### config.mk
export PLATFORM = sky130hd
export DESIGN_NAME = async_wr_seq
export DESIGN_NICKNAME = d
export VERILOG_FILES = /design/src/rtl/wseq_pkg.sv /design/src/rtl/wseq_sync.sv /design/src/rtl/wseq_waitcnt.sv /design/src/rtl/async_wr_seq.sv
export SDC_FILE = /design/constraint.sdc
export NUM_CORES = 1
export LEC_CHECK = 0
export BUFFER_PORTS_ARGS = -buffer_cell sky130_fd_sc_hd__buf_2
export CORE_MARGIN = 4
export CORE_UTILIZATION = 49
export CTS_CLUSTER_DIAMETER = 40
export DETAILED_ROUTE_END_ITERATION = 10
export PLACE_DENSITY_LB_ADDON = 0.05
export RECOVER_POWER = 25
export SLEW_MARGIN = 15
export SYNTH_ARGS = -nofsm -noshare
export SYNTH_HDL_FRONTEND = slang
export SYNTH_SLANG_ARGS = --single-unit
### constraint.sdc
create_clock -name clk -period 1.96 [get_ports clk]
set_input_delay 0.392 -clock clk [delete_from_list [all_inputs] [get_ports clk]]
set_output_delay 0.392 -clock clk [all_outputs]
set_load 0.005 [all_outputs]
### src/rtl/wseq_pkg.sv
// Shared types for the asynchronous write sequencer.
// Assumes: wait configuration layout {idle_en, hold_en, waits}.
package wseq_pkg;
    localparam int WAIT_W = 3;
    localparam int CFG_W  = WAIT_W + 2;

    typedef struct packed {
        logic              idle_en;
        logic              hold_en;
        logic [WAIT_W-1:0] waits;
    } wait_cfg_t;

    typedef enum logic [2:0] {
        ST_IDLE,
        ST_SETUP,
        ST_STROBE,
        ST_ACKW,
        ST_REL,
        ST_HOLD,
        ST_BIDLE
    } wseq_state_e;
endpackage

### src/rtl/wseq_sync.sv
// Multi-flop synchroniser for an asynchronous level input.
// Assumes: the input is a slow level (acknowledge), no pulse capture needed.
module wseq_sync #(
    parameter int STAGES = 2
) (
    input  logic clk,
    input  logic rst_n,
    input  logic d_async,
    output logic q_sync
);
    logic [STAGES-1:0] chain;

    // Shift the asynchronous level through the flop chain.
    always_ff @(posedge clk) begin
        if (!rst_n) chain <= '0;
        else        chain <= {chain[STAGES-2:0], d_async};
    end

    assign q_sync = chain[STAGES-1];
endmodule

### src/rtl/wseq_waitcnt.sv
// Down-counter for the wait-state window of the write strobe.
// Assumes: the owner loads a non-zero value, then steps it down to zero.
module wseq_waitcnt #(
    parameter int CNT_W = 4
) (
    input  logic             clk,
    input  logic             rst_n,
    input  logic             load,
    input  logic [CNT_W-1:0] load_val,
    input  logic             dec,
    output logic             zero
);
    logic [CNT_W-1:0] cnt;

    // Load the window length or count it down, saturating at zero.
    always_ff @(posedge clk) begin
        if (!rst_n)                    cnt <= '0;
        else if (load)                 cnt <= load_val;
        else if (dec && cnt != '0)     cnt <= cnt - CNT_W'(1);
    end

    assign zero = (cnt == '0);

    a_r4_load_nonzero: assert property (@(posedge clk) disable iff (!rst_n)
        load |-> (load_val != '0));

    a_r4_step_once: assert property (@(posedge clk) disable iff (!rst_n)
        (!load && dec && !zero) |=> (cnt == $past(cnt) - CNT_W'(1)));
endmodule

### src/rtl/async_wr_seq.sv
// Bus-master sequencer for single writes to asynchronous external memory.
// Order of phases: setup, strobe low (waits then acknowledge), release,
// optional address hold, optional bus idle. All outputs decode the
// registered state, so they change only on clock edges.
// Assumes: mem_ack is asynchronous and resynchronised here; cfg_wait is
// captured with the request.
module async_wr_seq
    import wseq_pkg::*;
#(
    parameter int ADDR_W      = 16,
    parameter int DATA_W      = 16,
    parameter int BANKS       = 4,
    parameter int SYNC_STAGES = 2,
    localparam int BANK_IW    = (BANKS > 1) ? $clog2(BANKS) : 1
) (
    input  logic                 clk,
    input  logic                 rst_n,
    input  logic                 req_valid,
    output logic                 req_ready,
    input  logic [ADDR_W-1:0]    req_addr,
    input  logic [BANK_IW-1:0]   req_bank,
    input  logic [DATA_W-1:0]    req_data,
    input  logic [CFG_W-1:0]     cfg_wait,
    output logic [ADDR_W-1:0]    mem_addr,
    output logic [BANKS-1:0]     mem_sel_n,
    output logic                 mem_wr_n,
    output logic [DATA_W-1:0]    mem_data,
    output logic                 mem_data_oe,
    input  logic                 mem_ack,
    output logic                 done
);
    localparam int CNT_W = WAIT_W + 1;

    wseq_state_e         state, state_nx;
    logic [ADDR_W-1:0]   addr_q;
    logic [BANK_IW-1:0]  bank_q;
    logic [DATA_W-1:0]   data_q;
    wait_cfg_t           cfg_q;
    logic                ack_s;
    logic                cnt_zero;
    logic                strobe_low;
    logic                low_prev_q;
    logic                addr_phase;
    logic                accept;
    logic [BANKS-1:0]    sel_dec;

    wseq_sync #(.STAGES(SYNC_STAGES)) u_sync (
        .clk    (clk),
        .rst_n  (rst_n),
        .d_async(mem_ack),
        .q_sync (ack_s)
    );

    wseq_waitcnt #(.CNT_W(CNT_W)) u_cnt (
        .clk     (clk),
        .rst_n   (rst_n),
        .load    (state == ST_SETUP),
        .load_val(CNT_W'(cfg_q.waits) + CNT_W'(1)),
        .dec     (state == ST_STROBE),
        .zero    (cnt_zero)
    );

    assign accept = req_valid && (state == ST_IDLE);

    // Capture the request fields and wait configuration on acceptance.
    always_ff @(posedge clk) begin
        if (!rst_n) begin
            addr_q <= '0;
            bank_q <= '0;
            data_q <= '0;
            cfg_q  <= '0;
        end else if (accept) begin
            addr_q <= req_addr;
            bank_q <= req_bank;
            data_q <= req_data;
            cfg_q  <= wait_cfg_t'(cfg_wait);
        end
    end

    // Advance the access state.
    always_ff @(posedge clk) begin
        if (!rst_n) state <= ST_IDLE;
        else        state <= state_nx;
    end

    // Choose the next phase of the access.
    always_comb begin
        state_nx = state;
        unique case (state)
            ST_IDLE:   if (accept) state_nx = ST_SETUP;
            ST_SETUP:  state_nx = ST_STROBE;
            ST_STROBE: if (cnt_zero) state_nx = ack_s ? ST_REL : ST_ACKW;
            ST_ACKW:   if (ack_s) state_nx = ST_REL;
            ST_REL:    state_nx = cfg_q.hold_en ? ST_HOLD :
                                  (cfg_q.idle_en ? ST_BIDLE : ST_IDLE);
            ST_HOLD:   state_nx = cfg_q.idle_en ? ST_BIDLE : ST_IDLE;
            ST_BIDLE:  state_nx = ST_IDLE;
            default:   state_nx = ST_IDLE;
        endcase
    end

    assign strobe_low = (state == ST_STROBE) || (state == ST_ACKW);

    // Remember whether the strobe was already low last cycle.
    always_ff @(posedge clk) begin
        if (!rst_n) low_prev_q <= 1'b0;
        else        low_prev_q <= strobe_low;
    end

    // Decode the bank index into a one-hot select pattern.
    for (genvar b = 0; b < BANKS; b++) begin : g_sel
        assign sel_dec[b] = (bank_q == BANK_IW'(b));
    end

    assign addr_phase  = (state == ST_SETUP) || strobe_low ||
                         (state == ST_REL)   || (state == ST_HOLD);
    assign req_ready   = (state == ST_IDLE);
    assign mem_addr    = addr_phase ? addr_q : '0;
    assign mem_sel_n   = addr_phase ? ~sel_dec : '1;
    assign mem_wr_n    = !strobe_low;
    assign mem_data_oe = strobe_low && low_prev_q;
    assign mem_data    = mem_data_oe ? data_q : '0;
    assign done        = (state == ST_BIDLE) ||
                         ((state == ST_HOLD) && !cfg_q.idle_en) ||
                         ((state == ST_REL) && !cfg_q.hold_en && !cfg_q.idle_en);

    a_r6_oe_inside_strobe: assert property (@(posedge clk) disable iff (!rst_n)
        mem_data_oe |-> !mem_wr_n);

    a_r6_oe_off_first_low: assert property (@(posedge clk) disable iff (!rst_n)
        $fell(mem_wr_n) |-> !mem_data_oe);

    a_r3_sel_during_strobe: assert property (@(posedge clk) disable iff (!rst_n)
        !mem_wr_n |-> (mem_sel_n != '1));

    a_r3_setup_before_strobe: assert property (@(posedge clk) disable iff (!rst_n)
        $fell(mem_wr_n) |-> $past(mem_sel_n != '1));

    a_r5_rise_needs_ack: assert property (@(posedge clk) disable iff (!rst_n)
        $rose(mem_wr_n) |-> $past(ack_s));

    a_r9_done_single: assert property (@(posedge clk) disable iff (!rst_n)
        done |=> !done);

    a_r1_ready_bus_quiet: assert property (@(posedge clk) disable iff (!rst_n)
        req_ready |-> (mem_wr_n && (mem_sel_n == '1) && !mem_data_oe));

    a_r10_cfg_stable: assert property (@(posedge clk) disable iff (!rst_n)
        (!req_ready && !$past(req_ready)) |-> $stable(cfg_q));
endmodule

### After elaboration in Yosys (flattened, before gate mapping)

Cells that the tools add are included.

* word-level logic and storage cells: 58
* register bits after elaboration: 49
* input bits: 43
* output and inout port bits: 40

* reductions and logical operators: 21
* add/sub/neg operators: 2
* muxes and demuxes: 12
* bitwise operators: 1
* eq/ne operators: 12

Operator list (count)
* 2-to-1 mux 16 bit: 2
* 2-to-1 mux 3 bit: 6
* one-hot mux 3 bit (6 select lines): 1
* 2-to-1 mux 4 bit: 3
* equality test 3 bit (second input constant): 3
* equality test 3 x 2 -> 1 bit (second input constant): 2
* logical AND 1 bit: 6
* logical OR 1 bit: 6
* adder 3 x 1 -> 4 bit (second input constant): 1
* equality test 2 bit (second input constant): 2
* logical NOT 4 bit: 1
* != test 2 x 1 -> 1 bit (second input constant): 2
* inverter 4 bit: 1
* nonzero test 4 bit: 1
* subtractor 4 x 1 -> 4 bit (second input constant): 1
* equality test 3 x 1 -> 1 bit (second input constant): 1
* logical NOT 1 bit: 3
* logical NOT 3 bit: 1
* AND reduction 3 bit: 1
* equality test 2 x 1 -> 1 bit (second input constant): 1
* logical NOT 2 bit: 1
* != test 2 bit (second input constant): 1
* nonzero test 2 bit: 1

### Depth between registers and ports, before layout

Gate-level depths: netlist (run 1).

* depth after elaboration: 6
* gate-level depth with buffers: 6
* gate-level depth less buffers: 5

### Hierarchy

From an unflattened synthesis (run 1), not the netlist that was laid out.

* cell total of the unflattened synthesis: 289
* area, all modules: 2289.7 um2

Modules (own cells, without submodules)
* async_wr_seq: cells an instance 254, area an instance 1980.6 um2, instances 1
* wseq_waitcnt: cells an instance 31, area an instance 256.5 um2, instances 1
* wseq_sync: cells an instance 4, area an instance 52.6 um2, instances 1

### Worst setup path after synthesis (run 1)

Ideal clock, no wire load.

* path kind: register to output
* start: reg state[1]
* end: out mem_data[10]
* path slack: 0.314 ns
* required time: 1.568 ns
* path buffers: 3
* cell stages (with the launch flop): 6
* arrival time: 1.254 ns
* cells stage by stage: dfxtp_1 buf_2 buf_2 and2b_1 clkbuf_1 and3_1

* longest elaborated chain between the ends: 4
* elaborated cells between the ends (all ways): 5
* classes of those cells: eq/ne (2); mux (1); reduce/logical (2)

Ends and longest elaborated chain
* from (decl): line async_wr_seq.sv:34 `wseq_state_e state, state_nx;`
* from (signal assigned): line async_wr_seq.sv:83 `else state <= state_nx;`
* equality test 3 x 2 -> 1 bit: line async_wr_seq.sv:102 `assign strobe_low = (state == ST_STROBE) || (state == ST_ACKW);`
* logical OR 1 bit (*): line async_wr_seq.sv:102
* logical AND 1 bit (*): line async_wr_seq.sv:121 `assign mem_data_oe = strobe_low && low_prev_q;`
* 2-to-1 mux 16 bit (*): line async_wr_seq.sv:122 `assign mem_data = mem_data_oe ? data_q : '0;`
* to (decl): line async_wr_seq.sv:27 `output logic [DATA_W-1:0] mem_data,`

Mark *: on every way between the ends. The rest lies on a longest branch, timed or not.

### Worst setup path in the final report (run 1)

* start: reg state[2]
* end: out mem_sel_n[0]

* longest elaborated chain between the ends: 6
* elaborated cells between the ends (all ways): 10
* classes of those cells: eq/ne (5); mux (1); reduce/logical (4)

Ends and longest elaborated chain
* equality test 3 x 2 -> 1 bit: line async_wr_seq.sv:102
* logical OR 1 bit: line async_wr_seq.sv:102
* logical OR 1 bit (2 in a row): line async_wr_seq.sv:115 `assign addr_phase = (state == ST_SETUP) || strobe_low ||`
* logical OR 1 bit (*): line async_wr_seq.sv:116 `(state == ST_REL) || (state == ST_HOLD);`
* 2-to-1 mux 4 bit (*): line async_wr_seq.sv:119 `assign mem_sel_n = addr_phase ? ~sel_dec : '1;`
* to (decl): line async_wr_seq.sv:25 `output logic [BANKS-1:0] mem_sel_n,`

Marked as above.

==> impl_metrics.toml, run 1 <==
[power]
irDropWorstVdd_v = 0.000757
clkPwrFrac_pct = 16.9
internal-power_mw = 2.13
swShare_pct = 37.9
p_sw_mw = 1.30
leakagePower_nw = 1.36
pwr-share-seq_pct = 39.5
power_density_mw_per_mm2 = 1200
power.total_mw = 3.43
combPwrFrac_pct = 43.6

[logic_synthesis]
syn_avg_cell_area_sq_um = 7.82
synthMuxAreaShare_pct = 0
synthArstFlopShare_pct = 0
yosys_most_used_dff = "dfxtp_1"
synth_cells = 289
synth.distinct_cells = 38
synth_warnings = 0
synth_nets = 334
synth_top_family_by_area = "simple AND/OR/NAND/NOR gates"
yosysSeqAreaShare_pct = 43.4
synth_adder_area_share_pct = 1.11
ys_ff_latch = 49
synth_edf_count = 0
synth-xor-area-share_pct = 0.388
synth_simple_gate_area_share_pct = 33.7
synthesis.area_sq_mm = 0.00226
synth_compound_gate_area_share_pct = 15.2

[detailed_routing]
ant_nets = 0
via_per_inst = 5.08
drcViolationCount = 0
vias = 2157
route.detailed.wl_per_inst_um = 12.7
drt_pre_antenna_iters = 4
routed_wl_um = 5400
drtIter0Drc = 110

[critical_path]
critical_path_depth = 5
critPathMaxFanout = 8
path_cells = "buf_6, a21oi_2, buf_4, or3b_1, buf_2"
cp.required_ns = 1.57
start_kind = "flip-flop"
crit_arrival_ns = 1.50
crit_type = "reg2out"
slowest_delay_ns = 0.35
crit_family = "buffers and inverters"
ff2ff_path_depth = 4
crit_buf_inv = 3
slowest_stage = "dfxtp_2"
reg2reg_slack_ns = 0.27
critPathCaptureType = "output port"

[floorplanning]
rows = 24
start_util_pct = 51.2
core_area_sq_mm = 0.00441
ios = 83
die_area_sq_mm = 0.00576
die-height_um = 75.9
die_x_um = 75.9

[sta]
setup_violations = 0
hold_viol_final = 0
fmax_mhz = 529
timing.slew.headroom_pct = 47.2
fin_skew_ns = 0.00459
worst_pin_slew_ns = 0.792
period_needed_ns = 1.89
period_share_pct = 96.4
rsz0062_at_grt = "yes"
drv_slew = 0

[clock_network]
cts_buffers = 5
cts_tree = "done"
clk_path_buf_depth = 2
htree_levels = 2
clk_pin_slew_ns = 0.09
clk_latency_ns = 0.30
cts_sinks = 49
ctsRootBufferMaster = "clkbuf_8"

[global_route]
grt_pass1_wl_um = 9520
grt.overflow.total = 0
grt_pass1_vias = 2133
antenna_found_initial = 0
grt_max_degree = 40
track_usage_pct = 19.1

[job]
cap_violations = 0

[outcome]
outcome = "completed"

[layout]
final_cell_mix = "buf_2 (81), nand2_1 (80), dfxtp_1 (47)"
final_common_cell = "buf_2"
final-instance-count-excl-fill = 425
syn_to_final_growth_pct = 26.6
nets = 416
nFillCells = 397
drive_above_1_share_pct = 30.4
seq_area_sq_um = 983
utilization_pct = 64.8
multi_input_area_sq_mm = 0.00116

[placement]
gp_congestion = 0.816
post-place-cells = 411
port_buffers = 82
place_hpwl_um = 3580

[worst_hold_path]
holdPathStages = 2
hold_path.class = "in2reg"
synth_stat cells, drive strengths merged (2+ instances only):
cell	instances	share of area (%)
or3b	4	1.6
buf	10	3.3
nor3	3	0.66
o21ai	4	0.89
and3	19	5.3
o211ai	3	1.0
a21oi	41	9.1
nor2b	4	1.1
ha	2	1.1
inv	6	1.0
nand3b	2	0.66
nand2	80	13
nor4	2	0.55
and2	20	5.5
nor2	3	0.50
dfxtp	49	43
clkbuf	11	1.8
a31oi	2	0.55
nor3b	3	1.2
or3	2	0.55
a311oi	3	1.2
nand3	4	0.89
through the flow:
stage,instance area [sq um],setup WS (ns),setup TNS [ns],hold slack (ns)
2_1_floorplan,2260,0.314,0,0.412
4_1_cts,2810,0.0240,0,0.290
5_1_grt,2860,-0.0103,-0.0240,0.291
6_report,2860,0.0706,0,0.292
3_3_place_gp,2710,0.312,0,0.419
3_5_place_dp,2710,0.304,0,0.419
final timing paths:
check / start / to
max: state[2] / mem_sel_n[0]
min: mem_ack / u_sync.chain[0]
max reg2reg: state[0] / addr_q[10]
min reg2reg: u_sync.chain[0] / u_sync.chain[1]
layout make-up:
cell class / count / area share (%)
multi-input combinational: 212 / 40.6
inverter: 7 / 0.919
tap: 52 / 2.27
clock buffer: 5 / 2.41
antenna: 1 / 0.0875
sequential: 49 / 34.4
clock inverter: 3 / 0.612
timing repair buffer: 96 / 18.7
cell families (layout without fill, tap and decap cells):
logic type                 Yosys count  in the layout
AOI/OAI and AO/OA                   59             59
xor gates and xnor gates             1              1
adders and majority gates            2              2
buffers and inverters               28            111
DFF                                 49             49
other                                0              1
and+or+nand+nor                    150            150
layer usage:
metal	part of all wire, %	track usage (%)	wire (um)	vias up
met5	0	0	0	-
met4	0.57	3.20	31	0
met3	7.0	6.99	377	4
met2	47	31.4	2530	56
met1	46	24.3	2460	959
li1	-	-	-	1138
power by group through the flow:
| stage | registers [mW] | logic [mW] | clock network [mW] |
|---|---|---|---|
| floorplan | 1.32 | 0.983 | 0 |
| global placement | 1.35 | 1.38 | 0 |
| detailed placement | 1.36 | 1.39 | 0 |
| CTS | 1.33 | 1.45 | 0.600 |
| global route | 1.39 | 1.70 | 0.638 |
| finish | 1.35 | 1.49 | 0.581 |
what timing repair did:
| action | CTS | global route |
|---|---|---|
| buffers inserted | 2 | 3 |
| hold endpoints to repair | 0 | 0 |
| endpoints found under the setup margin | 2 | 37 |
| hold buffers | 0 | 0 |
| gates resized for setup | 1 | 7 |
| pin swaps | 0 | 1 |
flip-flops by register name, summed over array words and instances (netlist names):
register / flops
addr_q: 16
data_q: 16
cfg_q: 5
u_cnt.cnt: 4
state: 3
bank_q: 2
u_sync.chain: 2
low_prev_q: 1
Power figures use the tool's default switching activity.
==> run 2, diff against run 1 <==
PLACE_DENSITY = 0.75   (was not set)
PLACE_DENSITY_LB_ADDON = not set   (was 0.05)
==> impl_metrics.toml, run 2 (synthesis gave the netlist of run 1 again) <==
[global_route]
grt_max_degree = 40
grt_pass1_wl_um = 9430
grt.overflow.total = 0
antenna_found_initial = 0
track_usage_pct = 19.3
grt_pass1_vias = 2139

[clock_network]
cts_sinks = 49
cts_tree = "done"
htree_levels = 2
cts_buffers = 5
clk_path_buf_depth = 2
postCtsHoldBufs = 0
cts_setup_buffers = 0
ctsRootBufferMaster = "clkbuf_8"
clk_pin_slew_ns = 0.08
clk_latency_ns = 0.30

[critical_path]
reg2reg_slack_ns = 0.29
cp.required_ns = 1.57
critPathMaxFanout = 3
reg2reg_from = "state[2]"
start_kind = "flip-flop"
critPathCaptureType = "output port"
slowest_stage = "dfxtp_1"
slowest_delay_ns = 0.43
crit_type = "reg2out"
path_cells = "nor3_2, a21oi_2, or3b_1, buf_2"
crit_start = "state[0]"
crit_family = "simple AND/OR/NAND/NOR gates"
crit_buf_inv = 1
crit_arrival_ns = 1.48

[sta]
fmax_mhz = 535
timing.slew.headroom_pct = 57.2
setup_tns_ns = 0
fin_skew_ns = 0.00218
worst_hold_slack_ns = 0.299
setup_violations = 0
period_needed_ns = 1.87
hold_viol_final = 0
period_share_pct = 95.4
drv_slew = 0
worst_pin_slew_ns = 0.641

[layout]
final_cell_mix = "buf_2 (81), nand2_1 (80), dfxtp_1 (48)"
syn_to_final_growth_pct = 23.9
antenna_cells = 0
top_regs = "addr_q: 16 flops, data_q: 16 flops, cfg_q: 5 flops"
utilization_pct = 63.4
nets = 412
final_common_cell = "buf_2"
drive_above_1_share_pct = 29.1

[detailed_routing]
drt_pre_antenna_iters = 4
vias = 2164
via_per_inst = 5.15
route.detailed.wl_per_inst_um = 13.0
drcViolationCount = 0
ant_nets = 0
drtIter0Drc = 77
routed_wl_um = 5450

[floorplanning]
core_area_sq_mm = 0.00441
die_x_um = 75.9
start_util_pct = 51.2
die-height_um = 75.9
rows = 24
ios = 83
die_area_sq_mm = 0.00576

[worst_hold_path]
hold_path.class = "in2reg"
hold_start = "mem_ack"

[placement]
port_buffers = 82
place_hpwl_um = 3840
gp_congestion = 0.798

[power]
leakagePower_nw = 1.32
power_density_mw_per_mm2 = 1180
irDropWorstVdd_v = 0.000604

[job]
cap_violations = 0

[outcome]
outcome = "completed"
-- run 2: routing by layer --
metal / routed length (um) / global-route usage, % / up-vias / share of wire (%)
li1: - / - / 1123 / -
met1: 2300 / 21.8 / 972 / 42
met2: 2690 / 34.5 / 64 / 49
met3: 408 / 5.92 / 5 / 7.5
met4: 51 / 5.16 / 0 / 0.94
met5: 0 / 0 / - / 0
-- run 2: report_power, final --
group | internal, mW | switching [mW]
clock network | 0.253 | 0.321
logic | 0.586 | 0.791
registers | 1.20 | 0.157
-- run 2: per-stage QoR --
stage,std cells,cell area [sq um],power [mW],setup slack (ns)
after global routing,420,2800,3.60,-0.00993
after detailed placement,412,2700,2.74,0.266
after floorplan,289,2260,2.30,0.314
after global placement,412,2700,2.71,0.309
final,420,2800,3.31,0.0896
after CTS,420,2790,3.33,0.0192
-- run 2: worst register-to-register path: stages (launching register included) --
cell	delay [ns]
dfxtp_2	0.37
buf_4	0.18
or4b_4	0.77
nand2_1	0.17
a21oi_1	0.07
-- run 2: layout make-up --
cell class | count | area [sq um]
Clock buffer | 7 | 76.3
Sequential cell | 49 | 982
Clock inverter | 1 | 7.51
Fill cell | 406 | 1620
Tap cell | 52 | 65.1
Timing Repair Buffer | 92 | 484
Inverter | 7 | 26.3
Multi-Input combinational cell | 212 | 1160
-- run 2: worst paths after layout --
kind,end,depth (start not counted)
worst min register to register,u_sync.chain[1],1
worst max register to register,data_q[6],4
worst max-delay path,mem_sel_n[0],4
worst min-delay path,u_sync.chain[0],2
-- run 2: what timing repair did --
action / CTS / global route
resized for setup: 2 / 3
gates cloned: 0 / 0
endpoints found under the setup margin: 18 / 37
hold endpoints to repair: 0 / 0
